[config.mk]
export PLATFORM = sky130hd
export DESIGN_NAME = mtimer_top
export DESIGN_NICKNAME = d
export VERILOG_FILES = /design/src/rtl/mtimer_pkg.sv /design/src/rtl/mtimer_prescale.sv /design/src/rtl/mtimer_channel.sv /design/src/rtl/mtimer_top.sv
export SDC_FILE = /design/constraint.sdc
export NUM_CORES = 1
export LEC_CHECK = 0
export BUFFER_PORTS_ARGS = -buffer_cell sky130_fd_sc_hd__buf_2
export CAP_MARGIN = 10
export CELL_PAD_IN_SITES_DETAIL_PLACEMENT = 0
export CELL_PAD_IN_SITES_GLOBAL_PLACEMENT = 2
export CORE_UTILIZATION = 40
export DETAILED_ROUTE_END_ITERATION = 16
export PLACE_DENSITY = 0.8
export SKIP_CTS_REPAIR_TIMING = 1
export SKIP_LAST_GASP = 1
export SLEW_MARGIN = 20
export SYNTH_ARGS = -nofsm -noshare
export SYNTH_HDL_FRONTEND = slang
export SYNTH_SLANG_ARGS = --single-unit
[constraint.sdc]
create_clock -name clk -period 6.85 [get_ports clk]
set_input_delay 0.3425 -clock clk [delete_from_list [all_inputs] [get_ports clk]]
set_output_delay 0.3425 -clock clk [all_outputs]
set_load 0.01 [all_outputs]
[src/rtl/mtimer_pkg.sv]
package mtimer_pkg;
    localparam int TIMER_W = 32;
    localparam int CH_N    = 4;
    localparam int ADDR_W  = 8;
    localparam int DIR_FW  = 4;
    localparam int ACT_W   = 3;

    localparam logic [3:0] SEL_FLAG = 4'h0;
    localparam logic [3:0] SEL_CTRL = 4'h1;
    localparam logic [3:0] SEL_DIR  = 4'h2;
    localparam logic [3:0] SEL_CNT0 = 4'h3;
    localparam logic [3:0] SEL_PRE  = 4'h7;
    localparam logic [3:0] SEL_PCNT = 4'h8;
    localparam logic [3:0] SEL_MCTL = 4'h9;
    localparam logic [3:0] SEL_MAT0 = 4'hA;

    typedef enum logic [1:0] {
        OP_WRITE  = 2'd0,
        OP_SET    = 2'd1,
        OP_CLEAR  = 2'd2,
        OP_TOGGLE = 2'd3
    } alias_op_e;

    typedef struct packed {
        logic [2*CH_N-1:0]                ctrl;
        logic [DIR_FW*CH_N-1:0]           dir;
        logic [TIMER_W-1:0]               pre;
        logic [ACT_W*CH_N-1:0]            mctl;
        logic [CH_N-1:0][TIMER_W-1:0]     mat;
        logic [CH_N-1:0]                  flag;
    } regs_t;

    // Combine the current register value with bus data per write style.
    // w1c selects write-one-to-clear behaviour for the plain style.
    function automatic logic [TIMER_W-1:0] alias_merge(
        input logic [TIMER_W-1:0] cur,
        input logic [TIMER_W-1:0] wd,
        input alias_op_e          op,
        input logic               w1c
    );
        logic [TIMER_W-1:0] res;
        unique case (op)
            OP_WRITE:  res = w1c ? (cur & ~wd) : wd;
            OP_SET:    res = cur | wd;
            OP_CLEAR:  res = cur & ~wd;
            default:   res = cur ^ wd;
        endcase
        return res;
    endfunction
endpackage

[src/rtl/mtimer_prescale.sv]
module mtimer_prescale #(
    parameter int W = mtimer_pkg::TIMER_W
) (
    input  logic         clk,
    input  logic         rst_n,
    input  logic         run_i,
    input  logic [W-1:0] limit_i,
    output logic [W-1:0] pcnt_o,
    output logic         tick_o
);
    logic [W-1:0] pcnt_d, pcnt_q;

    always_comb begin
        tick_o = run_i && (pcnt_q >= limit_i);
        if (!run_i || tick_o) pcnt_d = '0;
        else                  pcnt_d = pcnt_q + W'(1);
    end

    always_ff @(posedge clk or negedge rst_n) begin
        if (!rst_n) pcnt_q <= '0;
        else        pcnt_q <= pcnt_d;
    end

    assign pcnt_o = pcnt_q;

    // a tick edge always lands the prescale counter on zero
    p_wrap_to_zero_r5: assert property (@(posedge clk) disable iff (!rst_n)
        tick_o |=> (pcnt_q == '0));

    // with no active counter the prescale counter sits at zero
    p_idle_zero_r5: assert property (@(posedge clk) disable iff (!rst_n)
        !run_i |=> (pcnt_q == '0));
endmodule

[src/rtl/mtimer_channel.sv]
module mtimer_channel #(
    parameter int W = mtimer_pkg::TIMER_W
) (
    input  logic         clk,
    input  logic         rst_n,
    input  logic         tick_i,
    input  logic         run_i,
    input  logic         clr_i,
    input  logic         down_i,
    input  logic [W-1:0] match_i,
    input  logic         zero_on_hit_i,
    input  logic         hold_on_hit_i,
    output logic [W-1:0] cnt_o,
    output logic         hit_o
);
    logic [W-1:0] cnt_d, cnt_q;
    logic [W-1:0] step;

    always_comb begin
        step  = down_i ? (cnt_q - W'(1)) : (cnt_q + W'(1));
        cnt_d = cnt_q;
        hit_o = 1'b0;
        if (clr_i) begin
            cnt_d = '0;
        end else if (run_i && tick_i) begin
            if (cnt_q == match_i) begin
                hit_o = 1'b1;
                if (zero_on_hit_i)      cnt_d = '0;
                else if (hold_on_hit_i) cnt_d = cnt_q;
                else                    cnt_d = step;
            end else begin
                cnt_d = step;
            end
        end
    end

    always_ff @(posedge clk or negedge rst_n) begin
        if (!rst_n) cnt_q <= '0;
        else        cnt_q <= cnt_d;
    end

    assign cnt_o = cnt_q;

    // the hold bit forces zero on the following edge
    p_clear_hold_r3: assert property (@(posedge clk) disable iff (!rst_n)
        clr_i |=> (cnt_q == '0));

    // a disabled counter keeps its value
    p_idle_stable_r2: assert property (@(posedge clk) disable iff (!rst_n)
        (!run_i && !clr_i) |=> $stable(cnt_q));

    // a match with the zero action returns the counter to zero
    p_hit_zero_r6: assert property (@(posedge clk) disable iff (!rst_n)
        (hit_o && zero_on_hit_i) |=> (cnt_q == '0));
endmodule

[src/rtl/mtimer_top.sv]
module mtimer_top
    import mtimer_pkg::*;
#(
    parameter int CNT_W = TIMER_W,
    parameter int AW    = ADDR_W
) (
    input  logic             clk,
    input  logic             rst_n,
    input  logic [AW-1:0]    bus_addr,
    input  logic             bus_we,
    input  logic [CNT_W-1:0] bus_wdata,
    output logic [CNT_W-1:0] bus_rdata,
    output logic             irq
);
    localparam int SEL_LSB = 4;

    regs_t st_d, st_q;

    logic [CH_N-1:0][CNT_W-1:0] cnt;
    logic [CH_N-1:0]            hit;
    logic [CH_N-1:0]            flag_set;
    logic [CH_N-1:0]            stop_vec;
    logic [CH_N-1:0]            run_vec;
    logic [CNT_W-1:0]           pcnt;
    logic                       tick;
    logic [3:0]                 sel;
    logic                       aligned;
    alias_op_e                  op;
    logic [CNT_W-1:0]           merged;

    assign sel     = bus_addr[SEL_LSB+3:SEL_LSB];
    assign op      = alias_op_e'(bus_addr[3:2]);
    assign aligned = (bus_addr[1:0] == 2'b00);
    assign run_vec = st_q.ctrl[CH_N-1:0] & ~st_q.ctrl[2*CH_N-1:CH_N];

    mtimer_prescale #(.W(CNT_W)) u_pre (
        .clk     (clk),
        .rst_n   (rst_n),
        .run_i   (|run_vec),
        .limit_i (st_q.pre),
        .pcnt_o  (pcnt),
        .tick_o  (tick)
    );

    for (genvar n = 0; n < CH_N; n++) begin : g_ch
        mtimer_channel #(.W(CNT_W)) u_ch (
            .clk           (clk),
            .rst_n         (rst_n),
            .tick_i        (tick),
            .run_i         (run_vec[n]),
            .clr_i         (st_q.ctrl[CH_N+n]),
            .down_i        (st_q.dir[DIR_FW*n +: DIR_FW] == DIR_FW'(1)),
            .match_i       (st_q.mat[n]),
            .zero_on_hit_i (st_q.mctl[ACT_W*n+1]),
            .hold_on_hit_i (st_q.mctl[ACT_W*n+2]),
            .cnt_o         (cnt[n]),
            .hit_o         (hit[n])
        );
        assign flag_set[n] = hit[n] & st_q.mctl[ACT_W*n];
        assign stop_vec[n] = hit[n] & st_q.mctl[ACT_W*n+2];

        // the stop action leaves the enable bit cleared
        p_stop_clears_en_r6: assert property (@(posedge clk) disable iff (!rst_n)
            stop_vec[n] |=> !st_q.ctrl[n]);
    end

    // Read mux; also the "current value" for alias writes.
    always_comb begin
        bus_rdata = '0;
        if (aligned) begin
            unique case (sel)
                SEL_FLAG: bus_rdata = CNT_W'(st_q.flag);
                SEL_CTRL: bus_rdata = CNT_W'(st_q.ctrl);
                SEL_DIR:  bus_rdata = CNT_W'(st_q.dir);
                SEL_PRE:  bus_rdata = st_q.pre;
                SEL_PCNT: bus_rdata = pcnt;
                SEL_MCTL: bus_rdata = CNT_W'(st_q.mctl);
                default:  bus_rdata = '0;
            endcase
            for (int n = 0; n < CH_N; n++) begin
                if (sel == 4'(int'(SEL_CNT0) + n)) bus_rdata = cnt[n];
                if (sel == 4'(int'(SEL_MAT0) + n)) bus_rdata = st_q.mat[n];
            end
        end
    end

    assign merged = alias_merge(bus_rdata, bus_wdata, op, sel == SEL_FLAG);

    always_comb begin
        st_d = st_q;
        if (bus_we && aligned) begin
            unique case (sel)
                SEL_FLAG: st_d.flag = merged[CH_N-1:0];
                SEL_CTRL: st_d.ctrl = merged[2*CH_N-1:0];
                SEL_DIR:  st_d.dir  = merged[DIR_FW*CH_N-1:0];
                SEL_PRE:  st_d.pre  = merged;
                SEL_MCTL: st_d.mctl = merged[ACT_W*CH_N-1:0];
                default:  ;
            endcase
            for (int n = 0; n < CH_N; n++) begin
                if (sel == 4'(int'(SEL_MAT0) + n)) st_d.mat[n] = merged;
            end
        end
        // Hardware events take priority over the bus on the same edge.
        st_d.ctrl[CH_N-1:0] = st_d.ctrl[CH_N-1:0] & ~stop_vec;
        st_d.flag           = st_d.flag | flag_set;
    end

    always_ff @(posedge clk or negedge rst_n) begin
        if (!rst_n) st_q <= '0;
        else        st_q <= st_d;
    end

    assign irq = |st_q.flag;

    // flags move only through a match or a bus write
    p_flag_source_r7: assert property (@(posedge clk) disable iff (!rst_n)
        (hit == '0 && !bus_we) |=> $stable(st_q.flag));

    // a match with its interrupt bit always leaves the flag set
    p_flag_wins_r7: assert property (@(posedge clk) disable iff (!rst_n)
        (flag_set != '0) |=> ((st_q.flag & $past(flag_set)) == $past(flag_set)));
endmodule

# After elaboration in Yosys (flattened, before gate mapping)
# Index checks and enable logic that the tools add are counted.
# classes
addsub	9
n_lt_le_gt_ge	1
eq_ne	27
muxes	59
n_bitwise	17
n_reduce_logical	29
# ops
op	count
2-to-1 mux 32 bit	40
2-to-1 mux 196 bit	1
one-hot mux 32 bit (6 select lines)	1
adder 32 x 1 -> 32 bit (second input constant)	5
== test 32 bit	4
subtractor 32 x 1 -> 32 bit (second input constant)	4
one-hot mux 32 bit (3 select lines)	1
AND 32 bit	1
greater-or-equal comparator 32 bit	1
inverter 32 bit	1
bitwise OR 32 bit	1
bitwise XOR 32 bit	1
== test 4 bit (second input constant)	6
AND reduction 2 bit	12
== test 4 x 1 -> 1 bit (second input constant)	5
== test 4 x 3 -> 1 bit (second input constant)	4
2-to-1 mux 16 bit	1
inequality test 4 bit (second input constant)	4
2-to-1 mux 1 bit	12
2-to-1 mux 12 bit	1
AND 1 bit	8
AND 4 bit	2
== test 4 x 2 -> 1 bit (second input constant)	2
2-to-1 mux 4 bit	2
other kinds (11)	22
# word_totals
regBits	360
input_bits	43
output_inout_bits	33
word_cells	157

# Longest topological paths before layout
# logic_depth
ltp_word	17
ltp_mapped	18
ltp_nobuf	16

# By module
# A second synthesis with hierarchy kept.
# unflattened
hier_cells	3303
area_unflattened_um2	28576.2
# modules_own_cells
module	n_inst	cells_each	area_per_inst_um2	seq_area_each_um2
mtimer_top	1	1517	12982.5	5004.8
mtimer_channel at g_ch[0].u_ch ...	2	381	3338.2	800.8
mtimer_channel at g_ch[2].u_ch	1	359	3250.6	800.8
mtimer_channel at g_ch[3].u_ch	1	387	3248.1	800.8
mtimer_prescale	1	278	2418.6	800.8

# Least setup slack after synthesis
# OpenSTA, ideal clock, no wires.
# synth_timing
kind	reg2reg
from	register st_q[185] (netlist bit)
to	register g_ch[2].u_ch.cnt_q[31]
setup_time_ns	0.126
arrival_time_ns	6.189
required_time_ns	6.724
path_slack_ns	0.535
stages_incl_launch_ff	12
n_path_buf	0
period_less_slack_ns	6.315
path_cell_list	dfrtp_1 > nor4b_1 > ha_1 > a21o_1 > or3_4 > o2111ai_2 > nand3_2 > a221o_2 > a211o_1 > a211oi_2 > xor2_1 > a221o_1
# synth_via
elab_chain_len	7
# synth_lines
element	line_no	source
start, declared	mtimer_top.sv:17	regs_t st_d, st_q;
start signal, assigned	mtimer_top.sv:111	else st_q <= st_d;
== test 4 x 1 -> 1 bit (*)	mtimer_top.sv:52	.down_i (st_q.dir[DIR_FW*n +: DIR_FW] == DIR_FW'(1)),
2-to-1 mux 32 bit (*)	mtimer_channel.sv:20	step = down_i ? (cnt_q - W'(1)) : (cnt_q + W'(1));
2-to-1 mux 32 bit	mtimer_channel.sv:29	else if (hold_on_hit_i) cnt_d = cnt_q;
2-to-1 mux 32 bit	mtimer_channel.sv:28	if (zero_on_hit_i) cnt_d = '0;
2-to-1 mux 32 bit (*)	mtimer_channel.sv:26	if (cnt_q == match_i) begin
2-to-1 mux 32 bit (*)	mtimer_channel.sv:25	end else if (run_i && tick_i) begin
2-to-1 mux 32 bit (*)	mtimer_channel.sv:23	if (clr_i) begin
end signal, assigned	mtimer_channel.sv:39	else cnt_q <= cnt_d;
end, declared	mtimer_channel.sv:16	logic [W-1:0] cnt_d, cnt_q;
# Mark *: on every way between the ends. The rest lies on a longest branch, timed or not. The select of a mux whose other input is x is not followed.
# A chain may end at the register's enable or synchronous reset.

# Final worst setup path
# layout_timing
from	register st_q[189] (netlist bit)
to	register g_ch[3].u_ch.cnt_q[30]
# layout_via
elab_chain_len	7
# layout_lines
element	line_no
== test 4 x 1 -> 1 bit (*)	mtimer_top.sv:52
2-to-1 mux 32 bit (*)	mtimer_channel.sv:20
2-to-1 mux 32 bit	mtimer_channel.sv:29
2-to-1 mux 32 bit	mtimer_channel.sv:28
2-to-1 mux 32 bit (*)	mtimer_channel.sv:26
2-to-1 mux 32 bit (*)	mtimer_channel.sv:25
2-to-1 mux 32 bit (*)	mtimer_channel.sv:23
end signal, assigned	mtimer_channel.sv:39
end, declared	mtimer_channel.sv:16
# Marked as above.

==> results.py <==
metrics = {
    "worst_setup_path": {
        "crit_path_max_fanout": 32,
        "end_kind": "flop",
        "crit_path_cell_trace": "nor4b_2, buf_4, fa_1, a211oi_1, o211ai_1, a41oi_1, o31ai_1, a21oi_1, a21oi_1, a21oi_1, o21ai_0, xor2_1, a22o_1",
        "cp_num_buf_inv": 1,
        "crit_path_top_delay_cell": "o31ai_1",
        "rrSetupSlack_ns": 2.52,
        "required_ns": 7.35,
        "ff2ff_path_depth": 13,
        "max_stage_delay_ns": 0.74,
        "crit_arrival_ns": 4.83,
        "rr_endpoint": "g_ch[3].u_ch.cnt_o[30]$_DFFE_PN0P_",
        "crit_family": "compound AO/OA/AOI/OAI gates",
        "crit_start": "st_q[189]$_DFFE_PN0P_",
        "endpoint": "g_ch[3].u_ch.cnt_o[30]$_DFFE_PN0P_",
        "critical_path.most_common_cell": "a21oi_1",
        "timing.rr.start": "st_q[189]$_DFFE_PN0P_",
        "path_class": "flop to flop",
        "path_depth": 13,
        "startpoint_type": "flop",
    },
    "global_routing": {
        "grt_pass1_wl_mm": 143,
        "antenna_found_initial": 1,
        "grt_use_total_pct": 28.3,
        "grt_pass1_vias": 22359,
        "grt_max_degree": 126,
        "overflow": 0,
    },
    "floorplanning": {
        "die_w_um": 256,
        "start_util_pct": 40.7,
        "rows": 92,
        "io-pin-count": 76,
        "die_height_um": 256,
        "core_region_area_um2": 63500,
        "dieArea_um2": 65700,
    },
    "flow_run": {
        "maxCapViolCount": 0,
    },
    "route": {
        "ant_nets": 0,
        "drt_iter0_drc": 2355,
        "drc": 0,
        "avgViaCountPerCell": 5.95,
        "vias": 23329,
        "routed_wl_mm": 94.5,
        "wire_per_inst_um": 24.1,
        "firstDrtPassIters": 6,
    },
    "timing": {
        "rsz0062_at_grt": "false",
        "timing.final.crit_share_pct": 63.3,
        "setup_viol": 0,
        "tns_ns": 0,
        "clock_skew_ns": 0.0314,
        "maxSlewViolCount": 0,
        "hold_viol_final": 0,
        "worstMarginPinSlew_ns": 1.19,
        "min_period_ns": 4.33,
        "fmax_ghz": 0.231,
        "relSlewSlack_pct": 20.7,
    },
    "logic_synthesis": {
        "synth_nets": 3277,
        "syn_area_per_cell_um2": 8.59,
        "netlist-cell-type-count": 74,
        "async_flop_share_pct": 100,
        "synth_area_leaders": "dfrtp_1 (35%), ha_1 (10%), xor2_1 (6.7%), nand2_1 (6.7%), o21ai_0 (4.6%)",
        "yosysSeqAreaShare_pct": 34.8,
        "synth-seq-cells": 360,
        "synth_edf_count": 0,
        "synth_area_um2": 25900,
        "synth_top_area_share_pct": 34.8,
        "ys_warn_count": 0,
        "syn_inst": 3013,
        "yosys.area.top_type": "dfrtp_1",
        "synth_flop_cell": "dfrtp_1",
    },
    "clocking": {
        "clock_latency_ns": 0.63,
        "clock_sink_count": 360,
        "clock_path_buffers": 3,
        "path_clk_slew_ns": 0.06,
        "cts_buffers": 46,
        "cts-root-buf": "clkbuf_16",
        "cts_tree": "yes",
        "cts_htree_levels": 2,
    },
    "pwr": {
        "leakage_nw": 14.2,
        "powerDensity_nw_per_um2": 308,
        "ir_worst_vdd_mv": 0.178,
    },
    "final_layout": {
        "fin_util_pct": 45.6,
        "register_area_um2": 9010,
        "nets": 3303,
        "layout-drive-gt1-share_pct": 8.97,
        "area_growth_pct": 12.0,
        "multi_input_area_um2": 16000,
        "n_fill_cell": 6163,
    },
    "worst_hold_path": {
        "hold_class": "input port to async pin",
    },
    "run_status": {
        "status": "completed",
    },
    "place": {
        "gp_congestion": 0.913,
        "hpwl_mm": 70.5,
        "port_buffers": 75,
    },
}
-- state kept, by name (all words and copies together) (netlist names) --
name             count
st_q               200
g_ch.u_ch.cnt_o    128
u_pre.pcnt_o        32
-- worst min path at each step --
stage                     startpoint                           endpoint  slack [ns]  cells past startpoint
after global routing           rst_n  g_ch[0].u_ch.cnt_o[3]$_DFFE_PN0P_        0.35                      2
after floorplan                rst_n  g_ch[0].u_ch.cnt_o[0]$_DFFE_PN0P_        0.05                      0
after CTS                      rst_n  g_ch[0].u_ch.cnt_o[3]$_DFFE_PN0P_       -0.30                      1
after global placement         rst_n  g_ch[0].u_ch.cnt_o[3]$_DFFE_PN0P_        0.38                      1
final                          rst_n          u_pre.pcnt_o[3]$_DFF_PN0_        0.29                      2
after detailed placement       rst_n  g_ch[0].u_ch.cnt_o[3]$_DFFE_PN0P_        0.37                      1
-- cells in the mapped netlist (16+ instances only) --
library cell	n
nand2_1	459
dfrtp_1	360
o21ai_0	239
ha_1	217
a21oi_1	206
xor2_1	199
nor2_1	178
clkbuf_1	131
inv_1	126
o31ai_1	84
a21o_1	73
xnor2_1	64
a22oi_1	59
nand3_1	56
nor3_1	54
nor4_1	41
o221ai_1	30
mux2i_1	29
a22o_1	26
mux2_2	25
a222oi_1	24
nand4_1	24
nand2b_1	23
and3_1	21
a221oi_1	19
o211ai_1	18
nor2b_1	16
o21a_1	16
-- report_power, final --
part | switching [mW] | internal (mW) | total, mW | leakage, nW
Sequential | 0.777 | 2.54 | 3.31 | 4.81
Clock | 1.08 | 1.68 | 2.76 | 0.838
Combinational | 1.72 | 1.14 | 2.86 | 8.58
Total | 3.58 | 5.36 | 8.94 | 14.2
-- layout by cell type (no fill, tap or decap), drive strengths merged, types with 15 or more instances in the layout --
master  count
buf       122
mux2i      29
nand4      24
ha        217
a21o       74
a222oi     24
o21ai     249
nand3      57
a21oi     206
nor3       54
nand2     459
nor4       42
a31oi      17
o221ai     30
clkbuf     62
and3       23
o21a       16
a221oi     19
nor2b      16
xnor2      64
a22o       26
nand2b     23
o31ai      84
o211ai     18
nor2      178
inv       129
xor2      199
a22oi      59
a41oi      15
dfrtp     360
mux2       25
-- area by class of cell --
class | instances | area share [%]
clock inverter | 24 | 1.30
inverter | 126 | 1.63
clock buffer | 62 | 4.59
timing repair buffer | 123 | 2.63
multi-input combinational | 2382 | 55.1
sequential | 360 | 31.1
antenna | 1 | 0.00863
tap | 846 | 3.65
-- kinds of logic after synthesis --
kind of cell | after synthesis | synth area share (%)
multiplexers | 54 | 2.21
buffers and inverters | 271 | 3.96
flip-flops | 360 | 34.8
adder cells (fa/ha/maj) | 221 | 10.8
AO/OA/AOI/OAI | 933 | 23.8
AND/OR/NAND/NOR | 911 | 15.5
XOR/XNOR | 263 | 8.90
-- routing by layer --
metal  global-route usage, %  wire length, um  vias to the layer above  part of all wire [%]
li1                        -                -                    11010                     -
met5                       0                0                        -                     0
met1                    38.2            41600                    11445                    44
met4                    11.7             4120                        0                   4.4
met2                    46.1            43700                      734                    46
met3                    3.24             5120                      140                   5.4
-- through the flow --
stage	setup WS, ns	cells	hold slack, ns	instance area [um2]	power, mW
after floorplan	0.535	3013	0.0469	25900	5.02
after global placement	2.49	3836	0.379	27300	6.12
after detailed placement	2.51	3836	0.373	27300	6.18
after CTS	2.46	3922	-0.300	29000	8.97
after global routing	2.23	3923	0.348	29000	9.41
final	2.52	3924	0.294	29000	8.94
-- worst reg2reg max path, stage by stage (launching register included) --
cell,delay [ns]
dfrtp_1,0.40
nor4b_2,0.41
buf_4,0.46
fa_1,0.36
a211oi_1,0.11
o211ai_1,0.27
a41oi_1,0.24
o31ai_1,0.74
a21oi_1,0.22
a21oi_1,0.37
a21oi_1,0.12
o21ai_0,0.21
xor2_1,0.09
a22o_1,0.20
Power figures use the tool's default switching activity.
